### src/rtl/vic_pkg.sv
package vic_pkg;
  localparam int VIC_NSRC  = 32;
  localparam int VIC_SRC_W = $clog2(VIC_NSRC);
  localparam int VIC_AW    = 12;

  typedef struct packed {
    logic                 en;
    logic [VIC_SRC_W-1:0] src;
  } vslot_t;

  localparam logic [VIC_AW-1:0] OFF_IRQ  = 12'h000;
  localparam logic [VIC_AW-1:0] OFF_FIQ  = 12'h004;
  localparam logic [VIC_AW-1:0] OFF_RAW  = 12'h008;
  localparam logic [VIC_AW-1:0] OFF_SEL  = 12'h00C;
  localparam logic [VIC_AW-1:0] OFF_EN   = 12'h010;
  localparam logic [VIC_AW-1:0] OFF_ENC  = 12'h014;
  localparam logic [VIC_AW-1:0] OFF_SW   = 12'h018;
  localparam logic [VIC_AW-1:0] OFF_SWC  = 12'h01C;
  localparam logic [VIC_AW-1:0] OFF_PROT = 12'h020;
  localparam logic [VIC_AW-1:0] OFF_VEC  = 12'h030;
  localparam logic [VIC_AW-1:0] OFF_DEF  = 12'h034;
  localparam logic [VIC_AW-1:0] OFF_TST  = 12'h300;
  localparam logic [3:0]        PG_VADDR = 4'h1;
  localparam logic [3:0]        PG_VCTL  = 4'h2;
  localparam logic [7:0]        PG_ID    = 8'hFE;
endpackage

### src/rtl/vic_src_gate.sv
module vic_src_gate #(
  parameter int NSRC = 32
) (
  input  logic            clk,
  input  logic            rst_n,
  input  logic            en_set_we,
  input  logic            en_clr_we,
  input  logic            sel_we,
  input  logic            sw_set_we,
  input  logic            sw_clr_we,
  input  logic [NSRC-1:0] wdata,
  input  logic [NSRC-1:0] lines,
  output logic [NSRC-1:0] en_q,
  output logic [NSRC-1:0] sel_q,
  output logic [NSRC-1:0] sw_q,
  output logic [NSRC-1:0] raw,
  output logic [NSRC-1:0] irq_stat,
  output logic [NSRC-1:0] fiq_stat
);
  logic [NSRC-1:0] en_d, sel_d, sw_d;
  logic            en_upd, sw_upd;

  assign en_upd = en_set_we | en_clr_we;
  assign sw_upd = sw_set_we | sw_clr_we;

  always_comb begin
    en_d = en_q;
    if (en_set_we) en_d = en_d | wdata;
    if (en_clr_we) en_d = en_d & ~wdata;
    sw_d = sw_q;
    if (sw_set_we) sw_d = sw_d | wdata;
    if (sw_clr_we) sw_d = sw_d & ~wdata;
    sel_d = wdata;
  end

  always_ff @(posedge clk or negedge rst_n) begin
    if (!rst_n) begin
      en_q  <= '0;
      sel_q <= '0;
      sw_q  <= '0;
    end else begin
      if (en_upd) en_q  <= en_d;
      if (sel_we) sel_q <= sel_d;
      if (sw_upd) sw_q  <= sw_d;
    end
  end

  assign raw      = lines | sw_q;
  assign irq_stat = raw & en_q & ~sel_q;
  assign fiq_stat = raw & en_q & sel_q;
endmodule

### src/rtl/vic_slot_bank.sv
module vic_slot_bank
  import vic_pkg::*;
#(
  parameter int NSLOT  = 16,
  parameter int DW     = 32,
  parameter int SLOT_W = 4
) (
  input  logic                      clk,
  input  logic                      rst_n,
  input  logic [SLOT_W-1:0]         idx,
  input  logic                      addr_we,
  input  logic                      ctrl_we,
  input  logic [DW-1:0]             wdata,
  output logic [NSLOT-1:0][DW-1:0]  addr_q,
  output vslot_t [NSLOT-1:0]        ctrl_q
);
  localparam int CW = VIC_SRC_W + 1;

  for (genvar g = 0; g < NSLOT; g++) begin : g_slot
    logic          hit, a_upd, c_upd;
    logic [DW-1:0] a_r, a_d;
    vslot_t        c_r, c_d;

    assign hit   = (idx == SLOT_W'(g));
    assign a_upd = addr_we & hit;
    assign c_upd = ctrl_we & hit;
    assign a_d   = wdata;
    assign c_d   = vslot_t'(wdata[CW-1:0]);

    always_ff @(posedge clk or negedge rst_n) begin
      if (!rst_n) begin
        a_r <= '0;
        c_r <= '0;
      end else begin
        if (a_upd) a_r <= a_d;
        if (c_upd) c_r <= c_d;
      end
    end

    assign addr_q[g] = a_r;
    assign ctrl_q[g] = c_r;
  end
endmodule

### src/rtl/vic_vec_arb.sv
module vic_vec_arb
  import vic_pkg::*;
#(
  parameter int NSLOT = 16,
  parameter int NSRC  = 32,
  parameter int DW    = 32
) (
  input  logic                     clk,
  input  logic                     rst_n,
  input  logic [NSRC-1:0]          irq_stat,
  input  logic [NSLOT-1:0][DW-1:0] slot_addr,
  input  vslot_t [NSLOT-1:0]       slot_ctrl,
  input  logic [DW-1:0]            def_addr,
  input  logic                     claim,
  input  logic                     ack,
  output logic [DW-1:0]            vec_addr,
  output logic [NSLOT:0]           isr_mask
);
  localparam int LW     = $clog2(NSLOT + 2);
  localparam int SLOT_W = $clog2(NSLOT);
  localparam int MW     = NSLOT + 1;

  logic [LW-1:0]     cur_lvl, pick_lvl;
  logic [SLOT_W-1:0] pick_idx;
  logic              found, mask_upd;
  logic [MW-1:0]     mask_d, push_bit;

  // Most urgent level in service; NSLOT+1 means idle.
  always_comb begin
    cur_lvl = LW'(NSLOT + 1);
    for (int i = NSLOT; i >= 0; i--) begin
      if (isr_mask[i]) cur_lvl = LW'(i);
    end
  end

  // Lowest-numbered qualifying slot wins: scan downwards, last hit stays.
  always_comb begin
    found    = 1'b0;
    pick_idx = '0;
    for (int i = NSLOT - 1; i >= 0; i--) begin
      if (slot_ctrl[i].en && irq_stat[slot_ctrl[i].src] && (LW'(i) < cur_lvl)) begin
        found    = 1'b1;
        pick_idx = SLOT_W'(i);
      end
    end
  end

  assign pick_lvl = found ? LW'(pick_idx) : LW'(NSLOT);
  assign vec_addr = found ? slot_addr[pick_idx] : def_addr;
  assign push_bit = MW'(1) << pick_lvl;
  assign mask_upd = ack | claim;

  always_comb begin
    mask_d = isr_mask;
    if (ack)                               mask_d = isr_mask & (isr_mask - 1'b1);
    else if (claim && (pick_lvl < cur_lvl)) mask_d = isr_mask | push_bit;
  end

  always_ff @(posedge clk or negedge rst_n) begin
    if (!rst_n)        isr_mask <= '0;
    else if (mask_upd) isr_mask <= mask_d;
  end
endmodule

### src/rtl/vec_intc.sv
module vec_intc
  import vic_pkg::*;
#(
  parameter int          NSLOT   = 16,
  parameter int          DW      = 32,
  parameter logic [31:0] ID_CODE = 32'h0A14_1190
) (
  input  logic                  clk,
  input  logic                  rst_n,
  input  logic                  bus_sel,
  input  logic                  bus_wr,
  input  logic [VIC_AW-1:0]     bus_addr,
  input  logic [DW-1:0]         bus_wdata,
  output logic [DW-1:0]         bus_rdata,
  input  logic [VIC_NSRC-1:0]   src_req,
  output logic                  irq_o,
  output logic                  fiq_o
);
  localparam int         NSRC   = VIC_NSRC;
  localparam int         SLOT_W = $clog2(NSLOT);
  localparam logic [5:0] NSLOT6 = 6'(NSLOT);

  logic rd_en, wr_en;
  logic en_set_we, en_clr_we, sel_we, sw_set_we, sw_clr_we;
  logic prot_we, tst_we, def_we, vaddr_we, vctl_we, vec_claim, vec_ack;
  logic hit_vaddr, hit_vctl, hit_id;
  logic [5:0]        slot_off;
  logic [SLOT_W-1:0] slot_idx;

  logic [NSRC-1:0] en_q, sel_q, sw_q, raw, irq_stat, fiq_stat;
  logic [NSLOT-1:0][DW-1:0] slot_addr;
  vslot_t [NSLOT-1:0]       slot_ctrl;
  logic [DW-1:0]   vec_addr, def_q, def_d, rdata_c;
  logic [NSLOT:0]  isr_mask;
  logic            prot_q, prot_d, tst_q, tst_d;
  logic [7:0]      id_byte;

  assign rd_en = bus_sel & ~bus_wr;
  assign wr_en = bus_sel &  bus_wr;

  assign slot_off  = bus_addr[7:2];
  assign slot_idx  = slot_off[SLOT_W-1:0];
  assign hit_vaddr = (bus_addr[11:8] == PG_VADDR) && (bus_addr[1:0] == 2'b00) && (slot_off < NSLOT6);
  assign hit_vctl  = (bus_addr[11:8] == PG_VCTL)  && (bus_addr[1:0] == 2'b00) && (slot_off < NSLOT6);
  assign hit_id    = (bus_addr[11:4] == PG_ID)    && (bus_addr[1:0] == 2'b00);

  assign en_set_we = wr_en && (bus_addr == OFF_EN);
  assign en_clr_we = wr_en && (bus_addr == OFF_ENC);
  assign sel_we    = wr_en && (bus_addr == OFF_SEL);
  assign sw_set_we = wr_en && (bus_addr == OFF_SW);
  assign sw_clr_we = wr_en && (bus_addr == OFF_SWC);
  assign prot_we   = wr_en && (bus_addr == OFF_PROT);
  assign tst_we    = wr_en && (bus_addr == OFF_TST);
  assign def_we    = wr_en && (bus_addr == OFF_DEF);
  assign vaddr_we  = wr_en && hit_vaddr;
  assign vctl_we   = wr_en && hit_vctl;
  assign vec_claim = rd_en && (bus_addr == OFF_VEC);
  assign vec_ack   = wr_en && (bus_addr == OFF_VEC);

  vic_src_gate #(.NSRC(NSRC)) u_gate (
    .clk       (clk),
    .rst_n     (rst_n),
    .en_set_we (en_set_we),
    .en_clr_we (en_clr_we),
    .sel_we    (sel_we),
    .sw_set_we (sw_set_we),
    .sw_clr_we (sw_clr_we),
    .wdata     (bus_wdata[NSRC-1:0]),
    .lines     (src_req),
    .en_q      (en_q),
    .sel_q     (sel_q),
    .sw_q      (sw_q),
    .raw       (raw),
    .irq_stat  (irq_stat),
    .fiq_stat  (fiq_stat)
  );

  vic_slot_bank #(.NSLOT(NSLOT), .DW(DW), .SLOT_W(SLOT_W)) u_slots (
    .clk     (clk),
    .rst_n   (rst_n),
    .idx     (slot_idx),
    .addr_we (vaddr_we),
    .ctrl_we (vctl_we),
    .wdata   (bus_wdata),
    .addr_q  (slot_addr),
    .ctrl_q  (slot_ctrl)
  );

  vic_vec_arb #(.NSLOT(NSLOT), .NSRC(NSRC), .DW(DW)) u_arb (
    .clk       (clk),
    .rst_n     (rst_n),
    .irq_stat  (irq_stat),
    .slot_addr (slot_addr),
    .slot_ctrl (slot_ctrl),
    .def_addr  (def_q),
    .claim     (vec_claim),
    .ack       (vec_ack),
    .vec_addr  (vec_addr),
    .isr_mask  (isr_mask)
  );

  // Small stored registers: next state, then register with enables.
  assign prot_d = bus_wdata[0];
  assign tst_d  = bus_wdata[0];
  assign def_d  = bus_wdata;

  always_ff @(posedge clk or negedge rst_n) begin
    if (!rst_n) begin
      prot_q <= 1'b0;
      tst_q  <= 1'b0;
      def_q  <= '0;
    end else begin
      if (prot_we) prot_q <= prot_d;
      if (tst_we)  tst_q  <= tst_d;
      if (def_we)  def_q  <= def_d;
    end
  end

  assign id_byte = 8'(ID_CODE >> {bus_addr[3:2], 3'b000});

  always_comb begin
    rdata_c = '0;
    case (bus_addr)
      OFF_IRQ:  rdata_c = DW'(irq_stat);
      OFF_FIQ:  rdata_c = DW'(fiq_stat);
      OFF_RAW:  rdata_c = DW'(raw);
      OFF_SEL:  rdata_c = DW'(sel_q);
      OFF_EN:   rdata_c = DW'(en_q);
      OFF_SW:   rdata_c = DW'(sw_q);
      OFF_PROT: rdata_c = DW'(prot_q);
      OFF_VEC:  rdata_c = vec_addr;
      OFF_DEF:  rdata_c = def_q;
      OFF_TST:  rdata_c = DW'(tst_q);
      default: begin
        if (hit_vaddr)     rdata_c = slot_addr[slot_idx];
        else if (hit_vctl) rdata_c = DW'(slot_ctrl[slot_idx]);
        else if (hit_id)   rdata_c = DW'(id_byte);
      end
    endcase
  end

  assign bus_rdata = rd_en ? rdata_c : '0;
  assign irq_o     = |irq_stat;
  assign fiq_o     = |fiq_stat;
endmodule

### config.mk
export PLATFORM = sky130hd
export DESIGN_NAME = vec_intc
export DESIGN_NICKNAME = d
export VERILOG_FILES = /design/src/rtl/vic_pkg.sv /design/src/rtl/vic_src_gate.sv /design/src/rtl/vic_slot_bank.sv /design/src/rtl/vic_vec_arb.sv /design/src/rtl/vec_intc.sv
export SDC_FILE = /design/constraint.sdc
export NUM_CORES = 2
export LEC_CHECK = 0
export BUFFER_PORTS_ARGS = -buffer_cell sky130_fd_sc_hd__buf_2
export CAP_MARGIN = 20
export CORE_MARGIN = 2
export CORE_UTILIZATION = 43
export CTS_CLUSTER_DIAMETER = 150
export DETAILED_ROUTE_END_ITERATION = 10
export PLACE_DENSITY = 0.62
export SYNTH_ARGS = -nofsm -noshare
export SYNTH_HDL_FRONTEND = slang
export SYNTH_HIERARCHICAL = 1
export SYNTH_SLANG_ARGS = --single-unit
### constraint.sdc
create_clock -name clk -period 8.1 [get_ports clk]
set_clock_uncertainty 0.2 [all_clocks]
set_input_delay 1.215 -clock clk [delete_from_list [all_inputs] [get_ports clk]]
set_output_delay 1.215 -clock clk [all_outputs]
set_load 0.005 [all_outputs]
==> flow_summary.toml <==
[clock_tree]
clock_sinks = 755
clk_pin_slew_ns = 0.06
numCtsBuffers = 85
cts_tree = "built"
cts_max_level = 3
insertion_delay_ns = 0.67
cts_root_buf = "clkbuf_16"
clock_path_buffers = 3

[setup_path]
cp_max_fo = 15
worstSetupPathType = "input pin to output pin"
crit_required_ns = 6.68
path_buf_inv = 8
critical-path-top-delay-family = "compound AO/OA/AOI/OAI gates"
end_kind = "output pin"
crit_chain = "buf_2 > o21ai_0 > nor2_2 > buf_4 > mux2i_1 > a22oi_1 > a31oi_1 > a221o_1 > buf_4 > o211ai_2 > a221oi_4 > nand2_4 > buf_4 > buf_4 > mux2i_1 > a222oi_1 > o211a_1 > mux2i_1 > buf_4 > o22a_1 > a31oi_1 > buf_4 > o221a_1 > buf_2"
cp_data_arrival_time_ns = 6.59
critPathLaunchType = "input pin"
cpMostUsedCell = "buf_4"
slowest_delay_ns = 0.58
slowest_stage = "a31oi_1"

[logic_synthesis]
ys_seq_area_share_pct = 40.1
synth_area_um2 = 47100
synth-xor-area-share_pct = 0.0186
synth-compound-area-share_pct = 10.1
async_reset_ff_share_pct = 100
synthMuxAreaShare_pct = 37.4
syn_area_per_cell_um2 = 12.2
synthFlopType = "dfrtp_1"
ys_ff_latch = 755
synth_edf_count = 0
yosys_warnings = 6
synth.distinct_cells = 100
synth_top_family_by_area = "multiplexers"
postSynthCellCount = 3847
synthSimpleGateAreaFrac_pct = 8.00
synthAdderAreaFrac_pct = 0.0797
syn_nets = 3930

[grt]
grt_pass1_vias = 37200
overflow = 0
grt_max_degree = 125
grtUsageTotal_pct = 32.3
grt_pass1_wl_um = 266000
antenna_found_initial = 7

[cells_and_area]
layout-drive-gt1-share_pct = 41.9
syn_to_final_growth_pct = 13.0
layout_common_cells = "755 x dfrtp_1, 667 x mux2_2, 289 x mux4_2"
nNetsFinal = 4053
layout_commonest_cell = "dfrtp_1"
fillCellCount = 9617
layout.cells.non_filler = 5451
stdcell_area_um2 = 53300
fin_util_pct = 49.0

[placement]
dp_hpwl_um = 121000
place_congestion = 1.00
port_buffers = 113
dp.cells = 5293
dpl-instance-area_um2 = 50200

[min_path]
min_path_type = "flip-flop to flip-flop"

[detailed_routing]
antenna_left = 0
dr.pass1.iters = 8
drcViolationCount = 0
wl_per_cell_um = 33.6
vias_per_cell = 6.90
routed_wirelength_um = 183000
dr.first_iter.drc_count = 4816
vias = 37600

[floorplanning]
io_pins = 114
fp.dieH_um = 335
rows = 121
dieArea_um2 = 112000
fp.coreArea_um2 = 109000
start_util_pct = 43.3
die_width_um = 335

[sta]
whs_ns = 0.287
drv_slew = 0
fmax_mhz = 125
fin_crit_sh_pct = 98.8
hold_viol = 0
min_period_ns = 8.00
worst_pin_slew_ns = 1.21
slew_headroom_pct = 19.1
setup_viol = 0

[power]
peakVddDrop_uv = 263
power_mw = 8.33
p_leak_nw = 24.3
p_per_area_nw_per_um2 = 156

[job]
maxCapViolCount = 0

[status]
status = "complete, no violations"
==> power by group <==
| part | switching [mW] | internal [mW] | leakage, nW |
|---|---|---|---|
| combinational | 0.316 | 0.110 | 12.3 |
| clock | 1.67 | 2.45 | 1.45 |
| sequential | 0.0102 | 3.78 | 10.5 |
==> flip-flops by register name (all words and copies together) (netlist names) <==
signal,count
def_q,32
u_gate/en_q,32
u_gate/sel_q,32
u_arb/isr_mask,17
tst_q,1
u_slots/ctrl_q,96
prot_q,1
u_slots/g_slot.a_r,512
u_gate/sw_q,32
==> synthesized netlist by cell type (32+ instances only) <==
cell type    n  area [um^2]
a222oi_1    50          500
a31oi_1     62          388
nand3_1     59          295
a221o_1     35          350
nand2_1    247          927
nor2_1     147          552
dfrtp_1    755        18900
o22ai_1     32          200
clkbuf_1   166          623
buf_4       32          240
mux2_1      35          394
or2_2       43          269
mux2_2     667         7510
and3_1      48          300
mux2i_1    219         2190
mux4_2     289         6510
o21ai_0    102          510
mux2_4      67         1010
buf_2      123          616
a22oi_1     40          300
a21oi_1    203         1020
==> routing by layer <==
| layer | GRT usage (%) | vias up | part of all wire (%) |
|---|---|---|---|
| met1 | 42.6 | 19500 | 39 |
| met3 | 7.40 | 594 | 10 |
| met5 | 0 | - | 0.037 |
| met4 | 19.3 | 10 | 7.0 |
| li1 | - | 15100 | - |
| met2 | 48.5 | 2481 | 44 |
==> through the flow <==
step           setup slack (ns)  setup TNS [ns]
3_5_place_dp             -0.166          -0.404
2_1_floorplan              1.34               0
5_1_grt                 -0.0255         -0.0429
3_3_place_gp            -0.0236         -0.0236
6_report                 0.0998               0
4_1_cts                  0.0220               0
==> cell type report <==
cell class	count	area, um^2	area share [%]
Clock buffer	122	2470	4.63
Multi-Input combinational cell	2713	26400	49.7
Inverter	14	52.6	0.0987
Clock inverter	31	484	0.909
Tap cell	1414	1770	3.32
Timing Repair Buffer	401	3140	5.90
Sequential cell	755	18900	35.5
Antenna cell	1	2.50	0.00470
==> what timing repair did <==
| action | 4_1_cts | 5_1_grt |
|---|---|---|
| buffers inserted | 0 | 5 |
| pin swaps | 0 | 9 |
| setup endpoints to repair | 7 | 29 |
| hold buffers | 0 | 0 |
| gates resized for setup | 2 | 29 |
==> cell families (layout without fill, tap and decap cells) <==
logic type               after synthesis  in the layout
XOR/XNOR                               1              1
multiplexers                        1277           1277
AND/OR/NAND/NOR                      738            738
buffers and inverters                379            568
flip-flops                           755            755
adder cells (fa/ha/maj)                3              3
other                                  0              1
AO/OA/AOI/OAI                        694            694
==> worst paths after layout <==
kind,cells after the start,startpoint,end,slack (ns)
worst min-delay path,1,prot_q$_DFFE_PN0P_,prot_q$_DFFE_PN0P_,0.29
worst max-delay path,24,src_req[17],bus_rdata[1],0.1
min in group asynchronous,1,rst_n,u_slots/ctrl_q[24]$_DFFE_PN0P_,0.36
worst max register to register,20,u_gate/sw_q[19]$_DFFE_PN0P_,u_arb/isr_mask[0]$_DFFE_PN0P_,2.29
max in group asynchronous,3,rst_n,u_slots/g_slot[12].a_r[13]$_DFFE_PN0P_,5.50
worst min register to register,1,prot_q$_DFFE_PN0P_,prot_q$_DFFE_PN0P_,0.29
==> worst register-to-register path, cell delays in order (launching register included) <==
cell and delay (ns):
dfrtp_1 0.45, o21ai_2 0.22, nor2_4 0.10, buf_4 0.19
buf_4 0.19, mux4_2 0.46, mux2_2 0.28, mux4_2 0.50
nand4_1 0.15, a21boi_1 0.24, and3_1 0.25, o21ai_1 0.15
nand2_1 0.24, buf_4 0.16, inv_1 0.04, ha_1 0.30
a211oi_1 0.23, o21ai_0 0.12, a31oi_1 0.62, o21ai_1 0.37
o2bb2ai_1 0.23
No activity file was read; power rests on OpenSTA's default activity.
